===== src/rtl/dacif_pkg.sv =====
package dacif_pkg;
  localparam int unsigned CODE_W = 14;
  localparam int unsigned SEG_BITS = 4;
  localparam int unsigned SEG_N = (1 << SEG_BITS) - 1;
  localparam int unsigned LADDER_W = CODE_W - SEG_BITS;

  typedef enum logic {
    XFER_ON_SELECT = 1'b0,
    XFER_ON_STROBE = 1'b1
  } xfer_mode_e;
endpackage


===== src/rtl/dacif_edge.sv =====
module dacif_edge #(
  parameter int unsigned N = 3,
  parameter logic [N-1:0] RST_VAL = '0
) (
  input  logic         clk,
  input  logic         rst_n,
  input  logic [N-1:0] sig_i,
  output logic [N-1:0] rise_o,
  output logic [N-1:0] fall_o
);
  logic [N-1:0] prev_q;
  logic [N-1:0] prev_d;

  always_comb prev_d = sig_i;

  always_ff @(posedge clk or negedge rst_n) begin
    if (!rst_n) prev_q <= RST_VAL;
    else        prev_q <= prev_d;
  end

  for (genvar i = 0; i < N; i++) begin : g_det
    assign rise_o[i] = sig_i[i] & ~prev_q[i];
    assign fall_o[i] = ~sig_i[i] & prev_q[i];
  end
endmodule


===== src/rtl/dacif_shift.sv =====
module dacif_shift #(
  parameter int unsigned W = 14
) (
  input  logic         clk,
  input  logic         rst_n,
  input  logic         sclk_rise_i,
  input  logic         cs_n_i,
  input  logic         bit_i,
  output logic [W-1:0] word_o
);
  logic [W-1:0] word_q;
  logic [W-1:0] word_d;
  logic         shift_en;

  always_comb begin
    shift_en = sclk_rise_i & ~cs_n_i;
    word_d   = {word_q[W-2:0], bit_i};
  end

  always_ff @(posedge clk) begin
    if (shift_en) word_q <= word_d;
  end

  assign word_o = word_q;

  assert_new_bit_lsb_R1: assert property (@(posedge clk) disable iff (!rst_n)
    (sclk_rise_i && !cs_n_i) |=> (word_q[0] == $past(bit_i)));
  assert_bits_move_up_R1: assert property (@(posedge clk) disable iff (!rst_n)
    (sclk_rise_i && !cs_n_i) |=> (word_q[W-1:1] == $past(word_q[W-2:0])));
  assert_idle_clock_ignored_R2: assert property (@(posedge clk) disable iff (!rst_n)
    (sclk_rise_i && cs_n_i) |=> $stable(word_q));
endmodule


===== src/rtl/dacif_latch.sv =====
module dacif_latch
  import dacif_pkg::*;
#(
  parameter int unsigned W = CODE_W
) (
  input  logic         clk,
  input  logic         rst_n,
  input  xfer_mode_e   mode_i,
  input  logic         cs_rise_i,
  input  logic         ld_fall_i,
  input  logic         cs_n_i,
  input  logic         ld_n_i,
  input  logic [W-1:0] shift_i,
  output logic [W-1:0] code_o,
  output logic         upd_o
);
  logic [W-1:0] code_q, code_d;
  logic         upd_q, upd_d;
  logic         xfer;

  always_comb begin
    unique case (mode_i)
      XFER_ON_SELECT: xfer = cs_rise_i;
      XFER_ON_STROBE: xfer = (ld_fall_i & cs_n_i) | (cs_rise_i & ~ld_n_i);
      default:        xfer = 1'b0;
    endcase
    code_d = xfer ? shift_i : code_q;
    upd_d  = xfer;
  end

  always_ff @(posedge clk or negedge rst_n) begin
    if (!rst_n) begin
      code_q <= '0;
      upd_q  <= 1'b0;
    end else begin
      code_q <= code_d;
      upd_q  <= upd_d;
    end
  end

  assign code_o = code_q;
  assign upd_o  = upd_q;

  assert_xfer_copies_word_R3: assert property (@(posedge clk) disable iff (!rst_n)
    upd_q |-> (code_q == $past(shift_i)));
  assert_hold_without_xfer_R2: assert property (@(posedge clk) disable iff (!rst_n)
    !upd_d |=> $stable(code_q));
  assert_strobe_needs_select_high_R8: assert property (@(posedge clk) disable iff (!rst_n)
    (mode_i == XFER_ON_STROBE && !cs_n_i) |=> !upd_q);
  assert_select_mode_ignores_strobe_R3: assert property (@(posedge clk) disable iff (!rst_n)
    (mode_i == XFER_ON_SELECT && !cs_rise_i) |=> !upd_q);
endmodule


===== src/rtl/dacif_seg.sv =====
module dacif_seg
  import dacif_pkg::*;
(
  input  logic                rst_n,
  input  logic [SEG_BITS-1:0] msb_i,
  output logic [SEG_N-1:0]    seg_o
);
  for (genvar k = 0; k < SEG_N; k++) begin : g_seg
    assign seg_o[k] = (msb_i > SEG_BITS'(k));
  end

  always_comb begin
    if (rst_n) begin
      assert_seg_count_R10: assert ($countones(seg_o) == int'(msb_i));
      assert_seg_shape_R10: assert (((seg_o + SEG_N'(1)) & seg_o) == '0);
    end
  end
endmodule


===== src/rtl/dacif_front.sv =====
module dacif_front
  import dacif_pkg::*;
(
  input  logic              clk,
  input  logic              rst_n,
  input  logic              mode_i,
  input  logic              cs_n_i,
  input  logic              sclk_i,
  input  logic              din_i,
  input  logic              ld_n_i,
  output logic [CODE_W-1:0] code_o,
  output logic [SEG_N-1:0]  seg_o,
  output logic              updated_o
);
  logic [2:0]        pin_rise, pin_fall;
  logic [CODE_W-1:0] shift_word;
  xfer_mode_e        mode;

  assign mode = xfer_mode_e'(mode_i);

  // bit 2: load strobe, bit 1: select, bit 0: serial clock
  dacif_edge #(.N(3), .RST_VAL(3'b010)) u_edge (
    .clk    (clk),
    .rst_n  (rst_n),
    .sig_i  ({ld_n_i, cs_n_i, sclk_i}),
    .rise_o (pin_rise),
    .fall_o (pin_fall)
  );

  dacif_shift #(.W(CODE_W)) u_shift (
    .clk         (clk),
    .rst_n       (rst_n),
    .sclk_rise_i (pin_rise[0]),
    .cs_n_i      (cs_n_i),
    .bit_i       (din_i),
    .word_o      (shift_word)
  );

  dacif_latch #(.W(CODE_W)) u_latch (
    .clk       (clk),
    .rst_n     (rst_n),
    .mode_i    (mode),
    .cs_rise_i (pin_rise[1]),
    .ld_fall_i (pin_fall[2]),
    .cs_n_i    (cs_n_i),
    .ld_n_i    (ld_n_i),
    .shift_i   (shift_word),
    .code_o    (code_o),
    .upd_o     (updated_o)
  );

  dacif_seg u_seg (
    .rst_n (rst_n),
    .msb_i (code_o[CODE_W-1 -: SEG_BITS]),
    .seg_o (seg_o)
  );

  assert_reset_clears_R6: assert property (@(posedge clk)
    !rst_n |=> (code_o == '0 && !updated_o));
endmodule


===== config.mk =====
export PLATFORM = sky130hd
export DESIGN_NAME = dacif_front
export DESIGN_NICKNAME = d
export VERILOG_FILES = /design/src/rtl/dacif_pkg.sv /design/src/rtl/dacif_edge.sv /design/src/rtl/dacif_shift.sv /design/src/rtl/dacif_latch.sv /design/src/rtl/dacif_seg.sv /design/src/rtl/dacif_front.sv
export SDC_FILE = /design/constraint.sdc
export NUM_CORES = 1
export LEC_CHECK = 0
export BUFFER_PORTS_ARGS = -buffer_cell sky130_fd_sc_hd__buf_2
export CAP_MARGIN = 20
export CORE_ASPECT_RATIO = 1.5
export CORE_MARGIN = 5
export CORE_UTILIZATION = 54
export DETAILED_ROUTE_END_ITERATION = 10
export PLACE_DENSITY = 0.83
export SETUP_SLACK_MARGIN = 0.02
export SKIP_LAST_GASP = 1
export SYNTH_ARGS = -nofsm -noshare
export SYNTH_HDL_FRONTEND = slang
export SYNTH_HIERARCHICAL = 1
export SYNTH_SLANG_ARGS = --single-unit

===== constraint.sdc =====
create_clock -name clk -period 2.2 [get_ports clk]
set_input_delay 0.44 -clock clk [delete_from_list [all_inputs] [get_ports clk]]
set_output_delay 0.44 -clock clk [all_outputs]
set_load 0.02 [all_outputs]

==> flow_summary.yaml <==
cells_and_area:
  fin_cells: 141
  nNetsFinal: 124
  antenna_cells: 0
  final_cell_mix: "36 x buf_2, 17 x dfrtp_1, 14 x edfxtp_1"
  layout_commonest_cell: "buf_2"
  drive_above_1_share_pct: 52.5
  post-route-util_pct: 66.6
  area_growth_syn_to_layout_pct: 16.6
critical_path:
  arrival_ns: 1.36
  start_kind: "register"
  slowest_stage: "dfrtp_1"
  path_class: "reg2out"
  crit_fanout: 12
  setup.worst_path.end_class: "output port"
  worstPathRequired_ns: 1.76
  cp_num_buf_inv: 1
  critical-path-max-stage-delay_ns: 0.49
  crit_cells: 2
  cp_cell_sequence: "or3_1 -> buf_2"
  r2r_cells: 4
  cp_top_family: "flip-flops"
floorplanning:
  die_w_um: 49.9
  die_h_um: 69.9
  die_area_um2: 3490
  std_cell_rows: 21
  io_pins: 37
  start_util_pct: 57.1
  core_um2: 2260
place:
  dp.cells: 133
  dp_hpwl_um: 1480
  gp_congestion: 0.640
  port_buffers: 36
  dp_slack_ns: 0.495
clocking:
  cts_hold_buf: 0
  h-tree-depth: 2
  cts_tree: "done"
  ctsResizeCount: 0
  cts_buffer_depth: 2
  cts_sinks: 32
  clk_pin_slew_ns: 0.09
  cts_setup_buffers: 0
  clockRootBuffer: "clkbuf_4"
  clkLatencyLatePin_ns: 0.31
  cts-buffers-inserted: 5
run:
  maxCapViolations: 0
timing:
  setup_tns_ns: 0
  fin_ws_ns: 0.396
  min_period_ns: 1.80
  fmax_mhz: 554
  min_period_over_period_pct: 82.0
  tightestPinTransition_ns: 0.401
  setup_viol: 0
  fin_skew_ns: 0.00447
  slew_headroom_pct: 73.2
  hold_violations: 0
  final_max_slew_viol_count: 0
  rsz0062_at_grt: "no"
detailed_routing:
  drtAntennaViolNets: 0
  routed_wirelength_um: 2110
  firstDrtPassIters: 4
  num_vias: 730
  drc: 0
  vias_per_cell: 5.18
  avgRoutedWirePerCell_um: 14.9
  drtIter0Drc: 18
logic_synthesis:
  avgSynthCellArea_um2: 16.6
  synth_warnings: 6
  syn-num-nets: 85
  syn_inst: 78
  syn-cell-area_um2: 1290
power:
  irDropWorstVdd_uv: 562
  power.density_nw_per_um2: 904
  p_leak_nw: 0.694
grt:
  antenna_found_initial: 0
  grt.total_usage_pct: 13.3
  grt_max_degree: 19
  grt_pass1_wl_um: 3500
  grt_overflow: 0
  first_global_vias: 768
run_status:
  status: "finished clean"
worst_hold_path:
  hold_class: "in2async"
==> worst reg2reg max path, stage by stage, from the launching register on <==
cell     delay [ns]
dfstp_2        0.52
nor2b_1        0.05
a32oi_4        0.17
buf_4          0.29
mux2_2         0.37
==> layout make-up <==
type	count	area, µm²
fillers	166	754
inverters	3	11.3
clock inverters	1	3.75
multi-input cells	38	357
clock buffers	7	45.0
flip-flops and latches	32	872
repair buffers	37	188
well taps	23	28.8
==> routing by layer <==
layer | wire, µm | track usage [%]
met2 | 1010 | 20.5
met3 | 161 | 3.62
met4 | 43 | 9.62
met5 | 0 | 0
met1 | 889 | 15.5
==> flip-flops by register name (all words and copies together) (netlist names) <==
signal,cells
u_latch/upd_o,1
u_shift/word_o,14
u_latch/code_o,14
u_edge/prev_q,3
==> final timing paths <==
check                                     end               start  slack, ns
max reg2reg                u_latch/code_o[13]    u_edge/prev_q[1]       0.69
min                         u_latch/code_o[6]               rst_n       0.04
min in group clk             u_edge/prev_q[0]              sclk_i       0.24
max                                  seg_o[1]  u_latch/code_o[11]       0.40
min reg2reg                u_shift/word_o[12]  u_shift/word_o[11]       0.46
max in group asynchronous    u_edge/prev_q[1]               rst_n       1.84
==> power by group <==
| group | internal (mW) | switching (mW) |
|---|---|---|
| clock network | 0.123 | 0.174 |
| logic | 0.141 | 0.196 |
| registers | 0.675 | 0.0510 |
==> stage by stage <==
stage | power (mW) | hold slack [ns] | area, µm²
4_1_cts | 1.38 | 0.0353 | 1510
2_1_floorplan | 0.978 | 0.144 | 1290
3_3_place_gp | 1.07 | 0.387 | 1460
3_5_place_dp | 1.08 | 0.394 | 1460
6_report | 1.36 | 0.0381 | 1510
5_1_grt | 1.44 | 0.0452 | 1510
Power figures use the tool's default switching activity.
